<file path="src/rtl/adc_seq_pkg.sv">
package adc_seq_pkg;
  localparam int unsigned BUS_W  = 16;
  localparam int unsigned TSEL_W = 2;

  localparam logic [5:0] ADR_CTRL   = 6'd0;
  localparam logic [5:0] ADR_MODE   = 6'd1;
  localparam logic [5:0] ADR_CHSET  = 6'd2;
  localparam logic [5:0] ADR_CHCLR  = 6'd3;
  localparam logic [5:0] ADR_CHSTAT = 6'd4;
  localparam logic [5:0] ADR_IESET  = 6'd5;
  localparam logic [5:0] ADR_IECLR  = 6'd6;
  localparam logic [5:0] ADR_IEMASK = 6'd7;
  localparam logic [5:0] ADR_EOC    = 6'd8;
  localparam logic [5:0] ADR_OVR    = 6'd9;
  localparam logic [5:0] ADR_LAST   = 6'd10;
  localparam logic [5:0] ADR_DATA0  = 6'd16;

  localparam int unsigned CTRL_START = 0;
  localparam int unsigned CTRL_SRST  = 1;

  typedef struct packed {
    logic [TSEL_W-1:0] tsel;
    logic              hw_en;
    logic              lowres;
    logic [7:0]        pre;
  } mode_t;

  localparam int unsigned MODE_W = $bits(mode_t);
endpackage

</file>
<file path="src/rtl/adc_seq_prescaler.sv">
module adc_seq_prescaler #(
  parameter int unsigned PW = 8
) (
  input  logic          clk,
  input  logic          rst_n,
  input  logic [PW-1:0] pre,
  output logic          clk_en
);
  localparam int unsigned CNTW = PW + 1;

  logic [CNTW-1:0] cnt_q, cnt_d, lim;

  always_comb begin
    lim    = {pre, 1'b1};
    clk_en = (cnt_q == lim);
    cnt_d  = (cnt_q >= lim) ? '0 : cnt_q + 1'b1;
  end

  always_ff @(posedge clk or negedge rst_n) begin
    if (!rst_n) cnt_q <= '0;
    else        cnt_q <= cnt_d;
  end

  // a strobe is never followed by another on the next cycle
  p_strobe_gap_r9: assert property (@(posedge clk) disable iff (!rst_n)
    clk_en |=> !clk_en);
endmodule

</file>
<file path="src/rtl/adc_seq_trigger.sv">
module adc_seq_trigger #(
  parameter int unsigned NTRIG = 4,
  parameter int unsigned SW    = $clog2(NTRIG)
) (
  input  logic             clk,
  input  logic             rst_n,
  input  logic [NTRIG-1:0] trig_in,
  input  logic [SW-1:0]    sel,
  input  logic             hw_en,
  input  logic             sw_start,
  output logic             trig_evt
);
  logic [NTRIG-1:0] s1_q, s2_q, s3_q;
  logic [NTRIG-1:0] rise;

  always_comb begin
    rise     = s2_q & ~s3_q;
    trig_evt = hw_en ? rise[sel] : sw_start;
  end

  always_ff @(posedge clk or negedge rst_n) begin
    if (!rst_n) begin
      s1_q <= '0;
      s2_q <= '0;
      s3_q <= '0;
    end else begin
      s1_q <= trig_in;
      s2_q <= s1_q;
      s3_q <= s2_q;
    end
  end

  // in hardware mode, a software start alone never fires
  p_sw_masked_r6: assert property (@(posedge clk) disable iff (!rst_n)
    (hw_en && !s2_q[sel]) |-> !trig_evt);
endmodule

</file>
<file path="src/rtl/adc_seq_engine.sv">
module adc_seq_engine #(
  parameter int unsigned NCH   = 16,
  parameter int unsigned CW    = $clog2(NCH),
  parameter int unsigned DW    = 12,
  parameter int unsigned NDISC = 16
) (
  input  logic           clk,
  input  logic           rst_n,
  input  logic           abort,
  input  logic           trig_evt,
  input  logic [NCH-1:0] chan_en,
  output logic           conv_req,
  output logic [CW-1:0]  conv_ch,
  input  logic           conv_done,
  input  logic [DW-1:0]  conv_data,
  output logic           res_valid,
  output logic [CW-1:0]  res_ch,
  output logic [DW-1:0]  res_data
);
  localparam int unsigned DCW = $clog2(NDISC + 1);

  logic           busy_q, busy_d, req_q, req_d;
  logic [NCH-1:0] pend_q, pend_d;
  logic [CW-1:0]  ch_q, ch_d;
  logic [DCW-1:0] disc_q, disc_d;
  logic           settled, got;

  function automatic logic [CW-1:0] first_set(input logic [NCH-1:0] p);
    logic [CW-1:0] r;
    r = '0;
    for (int i = NCH - 1; i >= 0; i--)
      if (p[i]) r = CW'(i);
    return r;
  endfunction

  always_comb begin
    settled   = (disc_q == DCW'(NDISC));
    got       = req_q && conv_done;
    res_valid = got && settled;
    res_ch    = ch_q;
    res_data  = conv_data;
    conv_req  = req_q;
    conv_ch   = ch_q;
    disc_d    = (got && !settled) ? disc_q + 1'b1 : disc_q;

    busy_d = busy_q;
    req_d  = req_q;
    pend_d = pend_q;
    ch_d   = ch_q;
    if (abort) begin
      busy_d = 1'b0;
      req_d  = 1'b0;
      pend_d = '0;
    end else if (!busy_q) begin
      if (trig_evt && (chan_en != '0)) begin
        busy_d = 1'b1;
        pend_d = chan_en;
      end
    end else if (!req_q) begin
      if (pend_q == '0) begin
        busy_d = 1'b0;
      end else begin
        req_d = 1'b1;
        ch_d  = first_set(pend_q);
      end
    end else if (conv_done) begin
      req_d        = 1'b0;
      pend_d[ch_q] = 1'b0;
    end
  end

  always_ff @(posedge clk or negedge rst_n) begin
    if (!rst_n) begin
      busy_q <= 1'b0;
      req_q  <= 1'b0;
      pend_q <= '0;
      ch_q   <= '0;
      disc_q <= '0;
    end else begin
      busy_q <= busy_d;
      req_q  <= req_d;
      pend_q <= pend_d;
      ch_q   <= ch_d;
      disc_q <= disc_d;
    end
  end

  // the request is held with a steady channel until it completes
  p_req_hold_r7: assert property (@(posedge clk) disable iff (!rst_n)
    (conv_req && !conv_done && !abort) |=> (conv_req && $stable(conv_ch)));
  // only channels still outstanding in this round are requested
  p_req_pending_r7: assert property (@(posedge clk) disable iff (!rst_n)
    conv_req |-> pend_q[conv_ch]);
  // a running round never gains channels
  p_no_retrigger_r13: assert property (@(posedge clk) disable iff (!rst_n)
    (busy_q && !abort) |=> ((pend_q & ~$past(pend_q)) == '0));
  // nothing is kept before the settling count is reached
  p_discard_r11: assert property (@(posedge clk) disable iff (!rst_n)
    !settled |-> !res_valid);
endmodule

</file>
<file path="src/rtl/adc_seq_results.sv">
module adc_seq_results #(
  parameter int unsigned NCH = 16,
  parameter int unsigned CW  = $clog2(NCH),
  parameter int unsigned DW  = 12
) (
  input  logic                    clk,
  input  logic                    rst_n,
  input  logic                    abort,
  input  logic                    res_valid,
  input  logic [CW-1:0]           res_ch,
  input  logic [DW-1:0]           res_data,
  input  logic                    lowres,
  input  logic                    data_rd,
  input  logic [CW-1:0]           data_rd_ch,
  input  logic                    ovr_rd,
  output logic [NCH-1:0]          eoc,
  output logic [NCH-1:0]          ovr,
  output logic [NCH-1:0][DW-1:0]  data_q,
  output logic [CW-1:0]           last_ch,
  output logic [DW-1:0]           last_data
);
  logic [DW-1:0]  stored;
  logic [NCH-1:0] eoc_q, eoc_d, ovr_q, ovr_d;
  logic [CW-1:0]  lch_d;
  logic [DW-1:0]  ldat_d;

  always_comb stored = lowres ? {2'b00, res_data[DW-1:2]} : res_data;

  for (genvar i = 0; i < NCH; i++) begin : g_ch
    logic hit;
    logic [DW-1:0] dat_d;
    always_comb begin
      hit      = res_valid && (res_ch == CW'(i));
      dat_d    = hit ? stored : data_q[i];
      eoc_d[i] = hit ? 1'b1 : ((data_rd && data_rd_ch == CW'(i)) ? 1'b0 : eoc_q[i]);
      if (abort)                 ovr_d[i] = 1'b0;
      else if (hit && eoc_q[i])  ovr_d[i] = 1'b1;
      else if (ovr_rd)           ovr_d[i] = 1'b0;
      else                       ovr_d[i] = ovr_q[i];
    end
    always_ff @(posedge clk or negedge rst_n) begin
      if (!rst_n) data_q[i] <= '0;
      else        data_q[i] <= dat_d;
    end
    // a data register moves only on a result for its own channel
    p_data_hold_r3: assert property (@(posedge clk) disable iff (!rst_n)
      !(res_valid && res_ch == CW'(i)) |=> $stable(data_q[i]));
  end

  always_comb begin
    lch_d  = res_valid ? res_ch : last_ch;
    ldat_d = res_valid ? stored : last_data;
    eoc    = eoc_q;
    ovr    = ovr_q;
  end

  always_ff @(posedge clk or negedge rst_n) begin
    if (!rst_n) begin
      eoc_q     <= '0;
      ovr_q     <= '0;
      last_ch   <= '0;
      last_data <= '0;
    end else begin
      eoc_q     <= eoc_d;
      ovr_q     <= ovr_d;
      last_ch   <= lch_d;
      last_data <= ldat_d;
    end
  end

  // a kept result always leaves its flag set
  p_eoc_set_r4: assert property (@(posedge clk) disable iff (!rst_n)
    res_valid |=> eoc[$past(res_ch)]);
  // a status read with no new result empties the overrun register
  p_ovr_clear_r5: assert property (@(posedge clk) disable iff (!rst_n)
    (ovr_rd && !res_valid) |=> (ovr == '0));
endmodule

</file>
<file path="src/rtl/adc_seq_ctrl.sv">
module adc_seq_ctrl
  import adc_seq_pkg::*;
#(
  parameter int unsigned NCH   = 16,
  parameter int unsigned DW    = 12,
  parameter int unsigned NDISC = 16
) (
  input  logic                    clk,
  input  logic                    rst_n,
  input  logic                    bus_wr,
  input  logic                    bus_rd,
  input  logic [5:0]              bus_addr,
  input  logic [BUS_W-1:0]        bus_wdata,
  output logic [BUS_W-1:0]        bus_rdata,
  input  logic [(1<<TSEL_W)-1:0]  trig_in,
  output logic                    conv_clk_en,
  output logic                    conv_req,
  output logic [$clog2(NCH)-1:0]  conv_ch,
  input  logic                    conv_done,
  input  logic [DW-1:0]           conv_data,
  output logic                    irq
);
  localparam int unsigned CW    = $clog2(NCH);
  localparam int unsigned NTRIG = 1 << TSEL_W;
  localparam logic [6:0]  DEND  = 7'(ADR_DATA0) + 7'(NCH);

  mode_t          mode_q, mode_d;
  logic [NCH-1:0] chs_q, chs_d, mask_q, mask_d;
  logic           wr_ctrl, sw_start, srst, trig_evt;
  logic           data_sel, data_rd, ovr_rd;
  logic [CW-1:0]  data_idx;
  logic [NCH-1:0] ch_set, ch_clr, ie_set, ie_clr, eoc, ovr;
  logic [NCH-1:0][DW-1:0] data_q;
  logic           res_valid;
  logic [CW-1:0]  res_ch, last_ch;
  logic [DW-1:0]  res_data, last_data;

  always_comb begin
    wr_ctrl  = bus_wr && (bus_addr == ADR_CTRL);
    sw_start = wr_ctrl && bus_wdata[CTRL_START];
    srst     = wr_ctrl && bus_wdata[CTRL_SRST];
    ch_set   = (bus_wr && bus_addr == ADR_CHSET) ? bus_wdata[NCH-1:0] : '0;
    ch_clr   = (bus_wr && bus_addr == ADR_CHCLR) ? bus_wdata[NCH-1:0] : '0;
    ie_set   = (bus_wr && bus_addr == ADR_IESET) ? bus_wdata[NCH-1:0] : '0;
    ie_clr   = (bus_wr && bus_addr == ADR_IECLR) ? bus_wdata[NCH-1:0] : '0;
    data_sel = ({1'b0, bus_addr} >= 7'(ADR_DATA0)) && ({1'b0, bus_addr} < DEND);
    data_idx = bus_addr[CW-1:0];
    data_rd  = bus_rd && data_sel;
    ovr_rd   = bus_rd && (bus_addr == ADR_OVR);
    irq      = |(eoc & mask_q);
  end

  always_comb begin
    if (srst) begin
      mode_d = '0;
      chs_d  = '0;
      mask_d = '0;
    end else begin
      mode_d = (bus_wr && bus_addr == ADR_MODE) ? mode_t'(bus_wdata[MODE_W-1:0]) : mode_q;
      chs_d  = (chs_q | ch_set) & ~ch_clr;
      mask_d = (mask_q | ie_set) & ~ie_clr;
    end
  end

  always_ff @(posedge clk or negedge rst_n) begin
    if (!rst_n) begin
      mode_q <= '0;
      chs_q  <= '0;
      mask_q <= '0;
    end else begin
      mode_q <= mode_d;
      chs_q  <= chs_d;
      mask_q <= mask_d;
    end
  end

  always_comb begin
    bus_rdata = '0;
    case (bus_addr)
      ADR_MODE:   bus_rdata[MODE_W-1:0] = mode_q;
      ADR_CHSTAT: bus_rdata[NCH-1:0]    = chs_q;
      ADR_IEMASK: bus_rdata[NCH-1:0]    = mask_q;
      ADR_EOC:    bus_rdata[NCH-1:0]    = eoc;
      ADR_OVR:    bus_rdata[NCH-1:0]    = ovr;
      ADR_LAST:   bus_rdata[CW+DW-1:0]  = {last_ch, last_data};
      default:    if (data_sel) bus_rdata[DW-1:0] = data_q[data_idx];
    endcase
  end

  adc_seq_prescaler #(.PW(8)) u_pre (
    .clk(clk), .rst_n(rst_n), .pre(mode_q.pre), .clk_en(conv_clk_en));

  adc_seq_trigger #(.NTRIG(NTRIG), .SW(TSEL_W)) u_trig (
    .clk(clk), .rst_n(rst_n), .trig_in(trig_in), .sel(mode_q.tsel),
    .hw_en(mode_q.hw_en), .sw_start(sw_start), .trig_evt(trig_evt));

  adc_seq_engine #(.NCH(NCH), .CW(CW), .DW(DW), .NDISC(NDISC)) u_eng (
    .clk(clk), .rst_n(rst_n), .abort(srst), .trig_evt(trig_evt),
    .chan_en(chs_q), .conv_req(conv_req), .conv_ch(conv_ch),
    .conv_done(conv_done), .conv_data(conv_data), .res_valid(res_valid),
    .res_ch(res_ch), .res_data(res_data));

  adc_seq_results #(.NCH(NCH), .CW(CW), .DW(DW)) u_res (
    .clk(clk), .rst_n(rst_n), .abort(srst), .res_valid(res_valid),
    .res_ch(res_ch), .res_data(res_data), .lowres(mode_q.lowres),
    .data_rd(data_rd), .data_rd_ch(data_idx), .ovr_rd(ovr_rd),
    .eoc(eoc), .ovr(ovr), .data_q(data_q), .last_ch(last_ch),
    .last_data(last_data));

  // software reset leaves the configuration cleared
  p_srst_clears_r8: assert property (@(posedge clk) disable iff (!rst_n)
    srst |=> (mode_q == '0 && chs_q == '0 && mask_q == '0 && ovr == '0));
  // a set write always leaves the written bits on
  p_chset_r1: assert property (@(posedge clk) disable iff (!rst_n)
    (ch_set != '0 && !srst) |=> ((chs_q & $past(ch_set)) == $past(ch_set)));
endmodule

</file>
<file path="config.mk">
export PLATFORM = sky130hd
export DESIGN_NAME = adc_seq_ctrl
export DESIGN_NICKNAME = d
export VERILOG_FILES = /design/src/rtl/adc_seq_pkg.sv /design/src/rtl/adc_seq_prescaler.sv /design/src/rtl/adc_seq_trigger.sv /design/src/rtl/adc_seq_engine.sv /design/src/rtl/adc_seq_results.sv /design/src/rtl/adc_seq_ctrl.sv
export SDC_FILE = /design/constraint.sdc
export NUM_CORES = 1
export LEC_CHECK = 0
export ABC_AREA = 1
export BUFFER_PORTS_ARGS = -buffer_cell sky130_fd_sc_hd__buf_2
export CELL_PAD_IN_SITES_DETAIL_PLACEMENT = 1
export CELL_PAD_IN_SITES_GLOBAL_PLACEMENT = 2
export CORE_MARGIN = 3
export CORE_UTILIZATION = 42
export DETAILED_ROUTE_END_ITERATION = 10
export PLACE_DENSITY = 0.88
export SLEW_MARGIN = 20
export SYNTH_ARGS = -nofsm -noshare
export SYNTH_HDL_FRONTEND = slang
export SYNTH_SLANG_ARGS = --single-unit
</file>
<file path="constraint.sdc">
create_clock -name clk -period 3.3 [get_ports clk]
set_input_delay 0.165 -clock clk [delete_from_list [all_inputs] [get_ports clk]]
set_output_delay 0.165 -clock clk [all_outputs]
set_load 0.05 [all_outputs]
</file>
# Word level (Yosys, flattened, before mapping)
# Index checks and enable logic that the tools add are counted.
[classes]
add_sub_neg = 2
n_lt_le_gt_ge = 7
n_eq_ne = 44
muxes = 115
bitwise_logic = 14
n_reduce_logical = 108
[ops]
columns = ["op", "count"]
rows = [
  ["$mux W16", 11],
  ["$mux W1", 77],
  ["$pmux W12 S6", 1],
  ["$and A16 B16 Y16", 4],
  ["$eq A4 B4 Y1 const B", 16],
  ["$logic_and A1 B1 Y1", 64],
  ["$mux W4", 16],
  ["$mux W12", 5],
  ["$reduce_bool A3 Y1", 17],
  ["$bmux W12 S4", 1],
  ["$not A16 Y16", 3],
  ["$reduce_bool A2 Y1", 18],
  ["$eq A4 B3 Y1 const B", 8],
  ["$or A16 B16 Y16", 2],
  ["$eq A6 B3 Y1 const B", 4],
  ["$pmux W4 S5", 1],
  ["$eq A6 B4 Y1 const B", 3],
  ["$eq A4 B2 Y1 const B", 4],
  ["$logic_not A16 Y1", 1],
  ["$reduce_bool A16 Y1", 1],
  ["$reduce_or A16 Y1", 1],
  ["$eq A6 B2 Y1 const B", 2],
  ["$lt A4 B5 Y1 const B", 2],
  ["$add A9 B1 Y9 const B", 1],
  ["other kinds (22)", 27],
]
[word_totals]
reg_bits = 332
in_bits = 43
output_inout_bits = 23
word_cells = 355

# Logic depth before layout (Yosys ltp)
[logic_depth]
ltp_word = 16
ltp_mapped = 17
depth_no_buf = 17

# Modules after synthesis
# A second synthesis with hierarchy kept.
[unflattened]
hier_cells = 2209
area_unflattened_um2 = 16787.4
[modules_own_cells]
columns = ["mod", "n_inst", "cells_each", "area_each_um2", "seq_area_each_um2"]
rows = [
  ["adc_seq_results", 1, 868, 8802.2, 6005.8],
  ["adc_seq_ctrl", 1, 991, 5161.2, 1101.1],
  ["adc_seq_engine", 1, 225, 1755.4, 675.6],
  ["adc_seq_prescaler", 1, 98, 700.7, 225.2],
  ["adc_seq_trigger", 1, 27, 367.9, 300.3],
]

# Worst setup path after synthesis
# Ideal clock, no wire load.
[synth_path]
path_kind = "flip-flop to output port"
from = "register u_pre.cnt_q[2]"
to = "output port conv_clk_en"
t_arrival_ns = 2.441
t_required_ns = 3.135
path_slack_ns = 0.694
path_stages_with_launch = 5
n_path_buf = 0
cell_sequence = "dfrtp_1 -> ha_1 -> nand2_1 -> nor2_1 -> nor4b_1"
[synth_via]
elab_chain_len = 1
[synth_rtl]
columns = ["item", "line_no", "rtl"]
rows = [
  ["start, declared", "adc_seq_prescaler.sv:11", "logic [CNTW-1:0] cnt_q, cnt_d, lim;"],
  ["start signal, assigned", "adc_seq_prescaler.sv:21", "else cnt_q <= cnt_d;"],
  ["$eq A9 B9 Y1", "adc_seq_prescaler.sv:15", "clk_en = (cnt_q == lim);"],
  ["end, declared", "adc_seq_ctrl.sv:16", "output logic conv_clk_en,"],
]
# Every way passes these cells.

# Worst setup path after layout
[layout_path]
from = "register u_res.data_q[147] in the netlist's numbering"
to = "output port bus_rdata[3]"
[layout_via]
elab_chain_len = 4
[layout_rtl]
columns = ["item", "line_no", "rtl"]
rows = [
  ["start, declared", "adc_seq_results.sv:18", "output logic [NCH-1:0][DW-1:0] data_q,"],
  ["start signal, assigned by index", "adc_seq_results.sv:43", "else data_q[i] <= dat_d;"],
  ["$bmux W12 S4", "adc_seq_ctrl.sv:86", "default: if (data_sel) bus_rdata[DW-1:0] = data_q[data_idx];"],
  ["$mux W12 (implied by the code)", "adc_seq_ctrl.sv:86", ""],
  ["$mux W12", "adc_seq_ctrl.sv:86", ""],
  ["$pmux W12 S6", "adc_seq_ctrl.sv:79", "case (bus_addr)"],
  ["end, declared", "adc_seq_ctrl.sv:14", "output logic [BUS_W-1:0] bus_rdata,"],
]
# Every way passes these cells. The select of a mux whose other input is x is not followed.

==> summary.md <==
| Metric | Value |
|---|---|
| Met2 Use GR | `between 40 and 50%` |
| Placed Area | `between 15000 and 20000 um2` |
| CP Class | `flip-flop to output port` |
| Die H | `196 um` |
| Worst Clk Skew | `roughly 22 ps` |
| Worst Setup SP | `u_res.data_q[147]` |
| Reg-to-Reg Start | `u_eng.disc_q[0]` |
| RSZ-0062 raised after global routing | `false` |
| Vias in the first global route | `14002` |
| Yosys top cell area share | `a little over half` |
| Antenna cells | `0` |
| Ys flop type | `dfrtp_1` |
| Final setup viols | `0` |
| Max Fclk | `between 300 and 400 MHz` |
| Routability congestion estimate | `between 0.8 and 0.9` |
| CP endpoint kind | `output port` |
| Post-synth EDFFs | `0` |
| Critical Path Max Stage Delay | `around 460 ps` |
| Core ar. | `between 30000 and 40000 um2` |
| Worst-Skew Late Latency | `550 ps` |
| IO buf count | `65` |
| Clk sink count | `roughly 330` |
| Die width | `around 200 um` |
| Aggregate routed wire length | `around 53000 um` |
| H-tree Lvls | `2` |
| Critical path buffers and inverters | `1` |
| Reg2reg setup slack | `approximately 630 ps` |
| Maximum vdd drop | `just under 0.4 mV` |
| Status | `complete, no violations` |
| Mapped Cells | `1728` |
| Core Rows | `approximately 70` |
| Crit-path cells | `a22oi_1 > a21oi_1 > or2_0 > o31ai_1 > nand3_1 > buf_2` |
| Finished layout cell area | `between 15000 and 20000 um2` |
| Max_slew headroom | `36.4%` |
| Cell Area, Synth | `~15000 um2` |
| Setup TNS | `0 ps` |
| Mapped Avg Cell Area | `around 9 um2` |
| Met1 Track Usage GR | `37.0%` |
| Largest delay share family, worst path | `compound AO/OA/AOI/OAI gates` |
| Worst flop-to-flop path endpoint | `u_res.data_q[79]` |
| Post-cts sizing count | `0` |
| DRC violations left | `0` |
| Endpoints failing hold | `0` |
| Vias per inst | `a little under 6` |
| Worst Reg-to-Reg Cells | `7` |
| First-pass GRT wire length | `~82000 um` |
| Hold path startpoint | `bus_wdata[4]` |
| Gr busiest metal | `met2` |
| Pins Over Slew Limit | `0` |
| PwrDens | `approximately 690 nW/um2` |
| Final antenna-violating net count | `0` |
| Worst hold stages | `3` |
| Maximum net fanout on the critical path | `2` |
| Share of cells above drive strength 1 | `between 10% and 20%` |
| Post-DP HPWL | `35800 um` |
| Die ar. | `between 30000 and 40000 um2` |
| Top-Level Pins | `66` |
| Worst path depth | `6` |
| DR WL/cell | `23.2 um` |
| Register bit total from synthesis | `roughly 330` |
| Post-synth ARST share | `100%` |
| Clock Path Buffers | `3` |
| Starting Density | `42.6%` |
| Fin nets | `roughly 1800` |
| Max_cap viols | `0` |
| Crit path launch type | `flip-flop` |
| Routed via count | `~13000` |
| Global route overflow | `0` |
| Detailed Routing Iterations Pass 1 | `5` |
| Cell taking the most area after synthesis | `dfrtp_1` |
| CTS clk-pin slew, worst paths | `around 60 ps` |
| Worst path required time | `roughly 3100 ps` |
| Slew at the pin with the worst max-slew slack | `between 900 and 1000 ps` |
| Largest net degree at the start of global routing | `just under 100` |
| Yosys warns | `0` |
| Global Route Usage Sum | `roughly 28%` |
| Synth top area cells | `dfrtp_1, nand2_1, o21ai_0, a22oi_1, inv_1` |
| LEAKAGE | `8.00 nW` |
| Hold Path End | `mode_q[4]` |
| Tightest Hold Check Type | `input port to flip-flop` |
| Slowest cell on the critical path | `o31ai_1` |
| DR iter-0 viols | `965` |
| Final worst path period share | `81.6%` |
| Min Clock Period, post-route | `around 2700 ps` |
| Area growth syn-to-layout | `15.1%` |
| CTS Buf Count | `39` |
| Post-synthesis sequential area ratio | `between 50% and 60%` |
| CTS Root Cell | `clkbuf_16` |
| Syn_nets | `about 1800` |
| Met3 Use GR | `5.99%` |
| WP data arrival | `between 2000 and 3000 ps` |
| Synth cell types | `44` |
| CTS tree | `built` |
| Post-CTS Setup Bufs | `0` |
| Initial antenna violation count | `1` |
-- what timing repair did --
item,in CTS,in global routing
hold endpoints to repair,106,0
endpoints found under the setup margin,0,0
hold buffers,15,0
-- where the power goes --
part	switching [W]	internal [W]	leakage, nW	total (W)
combinational	0.00180	0.000777	2.98	0.00258
sequential	0.000460	0.00460	4.36	0.00506
clock	0.00176	0.00267	0.652	0.00443
-- routing by layer --
layer  wire [um]  vias to the layer above
li1            -                     6037
met2       24500                      368
met1       23000                     6704
met4        1720                        0
met3        3500                      103
met5           0                        -
-- layout make-up --
cell class	instances	area, um2
Fill cell	4197	18200
Tap cell	461	577
Clock inverter	14	163
Inverter	146	548
Sequential cell	332	8310
Clock buffer	57	1150
Timing Repair Buffer	116	831
Multi-Input combinational cell	1152	5910
-- flip-flops by register name, summed over array words and instances (netlist names) --
name / flops
chs_q: 16
u_res.last_ch: 4
mask_q: 16
u_trig.s3_q: 4
u_res.ovr: 16
u_eng.disc_q: 5
u_res.last_data: 12
u_trig.s2_q: 4
mode_q: 12
u_res.data_q: 192
u_trig.s1_q: 4
u_eng.pend_q: 16
u_eng.busy_q: 1
u_res.eoc: 16
u_pre.cnt_q: 9
u_eng.conv_ch: 4
u_eng.conv_req: 1
-- worst reg2reg max path: stages, from the launching register on --
cell,delay (ps)
dfrtp_1,400
inv_1,100
ha_1,150
nand3_1,130
nor2_4,370
buf_4,340
nand2_1,600
o21ai_0,460
-- logic make-up (layout without fill, tap and decap cells) --
logic type	after synthesis	count (layout)	synth area share, %
and+or+nand+nor	573	573	16.3
AOI/OAI and AO/OA	562	562	21.3
DFF	332	332	54.7
buffers and inverters	244	333	6.49
adders and majority gates	11	11	0.905
xor gates and xnor gates	6	6	0.346
-- per-stage QoR --
step / instances / total power, W / utilization [%] / hold slack, ps / worst slack (ps)
final: 2278 / 0.0121 / 49.1 / 12.6 / 609
after global routing: 2278 / 0.0127 / 49.1 / 20.9 / 447
after global placement: 2192 / 0.00755 / 44.9 / 273 / 692
after CTS: 2278 / 0.0121 / 49.1 / 0.935 / 602
after detailed placement: 2192 / 0.00766 / 44.9 / 275 / 709
after floorplan: 1728 / 0.00665 / - / -131 / 694
-- cells in the mapped netlist, types with 2 or more instances --
master and number:
nor2_1 99, inv_1 128, nor2_4 3, nor4_1 4
nand2_1 352, a21oi_1 89, or2_0 12, buf_2 26
buf_4 8, o2111ai_1 4, nand2_2 3, xor2_1 3
nand3b_1 2, nand4_1 6, nand3_2 4, nor2_2 2
a22oi_1 100, o221ai_1 2, or2_1 3, ha_1 11
xnor2_1 3, o311ai_0 2, nor3_4 3, inv_2 18
o21ai_0 246, o31ai_1 11, a221oi_1 16, o21ai_1 48
nor3_1 37, o22ai_1 40, dfrtp_1 332, clkbuf_1 62
nor3b_1 4, nand2_4 2, nand3_1 34
-- worst max-delay path by stage --
stage | end | slack [ps]
CTS | bus_rdata[3] | 600
finish | bus_rdata[3] | 610
global route | u_res.data_q[79] | 450
global placement | bus_rdata[3] | 690
floorplan | conv_clk_en | 690
detailed placement | bus_rdata[4] | 710
-- layout by cell type (no fill, tap or decap), types with 3 or more instances in the layout --
| cell type | count |
|---|---|
| bufinv_16 | 3 |
| dfrtp_1 | 332 |
| or2_0 | 12 |
| a21oi_1 | 89 |
| buf_12 | 6 |
| o21ai_1 | 48 |
| nor3b_1 | 4 |
| o31ai_1 | 11 |
| or2_1 | 3 |
| a221oi_1 | 16 |
| xnor2_1 | 3 |
| nand2_1 | 352 |
| inv_1 | 128 |
| xor2_1 | 3 |
| nand3_1 | 34 |
| a22oi_1 | 100 |
| nor2_1 | 98 |
| o21ai_0 | 246 |
| nand4_1 | 6 |
| nand3_2 | 4 |
| buf_4 | 30 |
| dlygate4sd3_1 | 15 |
| ha_1 | 11 |
| clkbuf_1 | 8 |
| nor3_1 | 37 |
| nor4_1 | 4 |
| inv_2 | 18 |
| nor2_4 | 4 |
| o22ai_1 | 40 |
| buf_2 | 64 |
| nor3_4 | 3 |
| clkbuf_8 | 9 |
| clkbuf_16 | 40 |
| clkinv_2 | 8 |
| nand2_2 | 3 |
| o2111ai_1 | 4 |
Note: power is estimated with default switching activity, not from simulation.
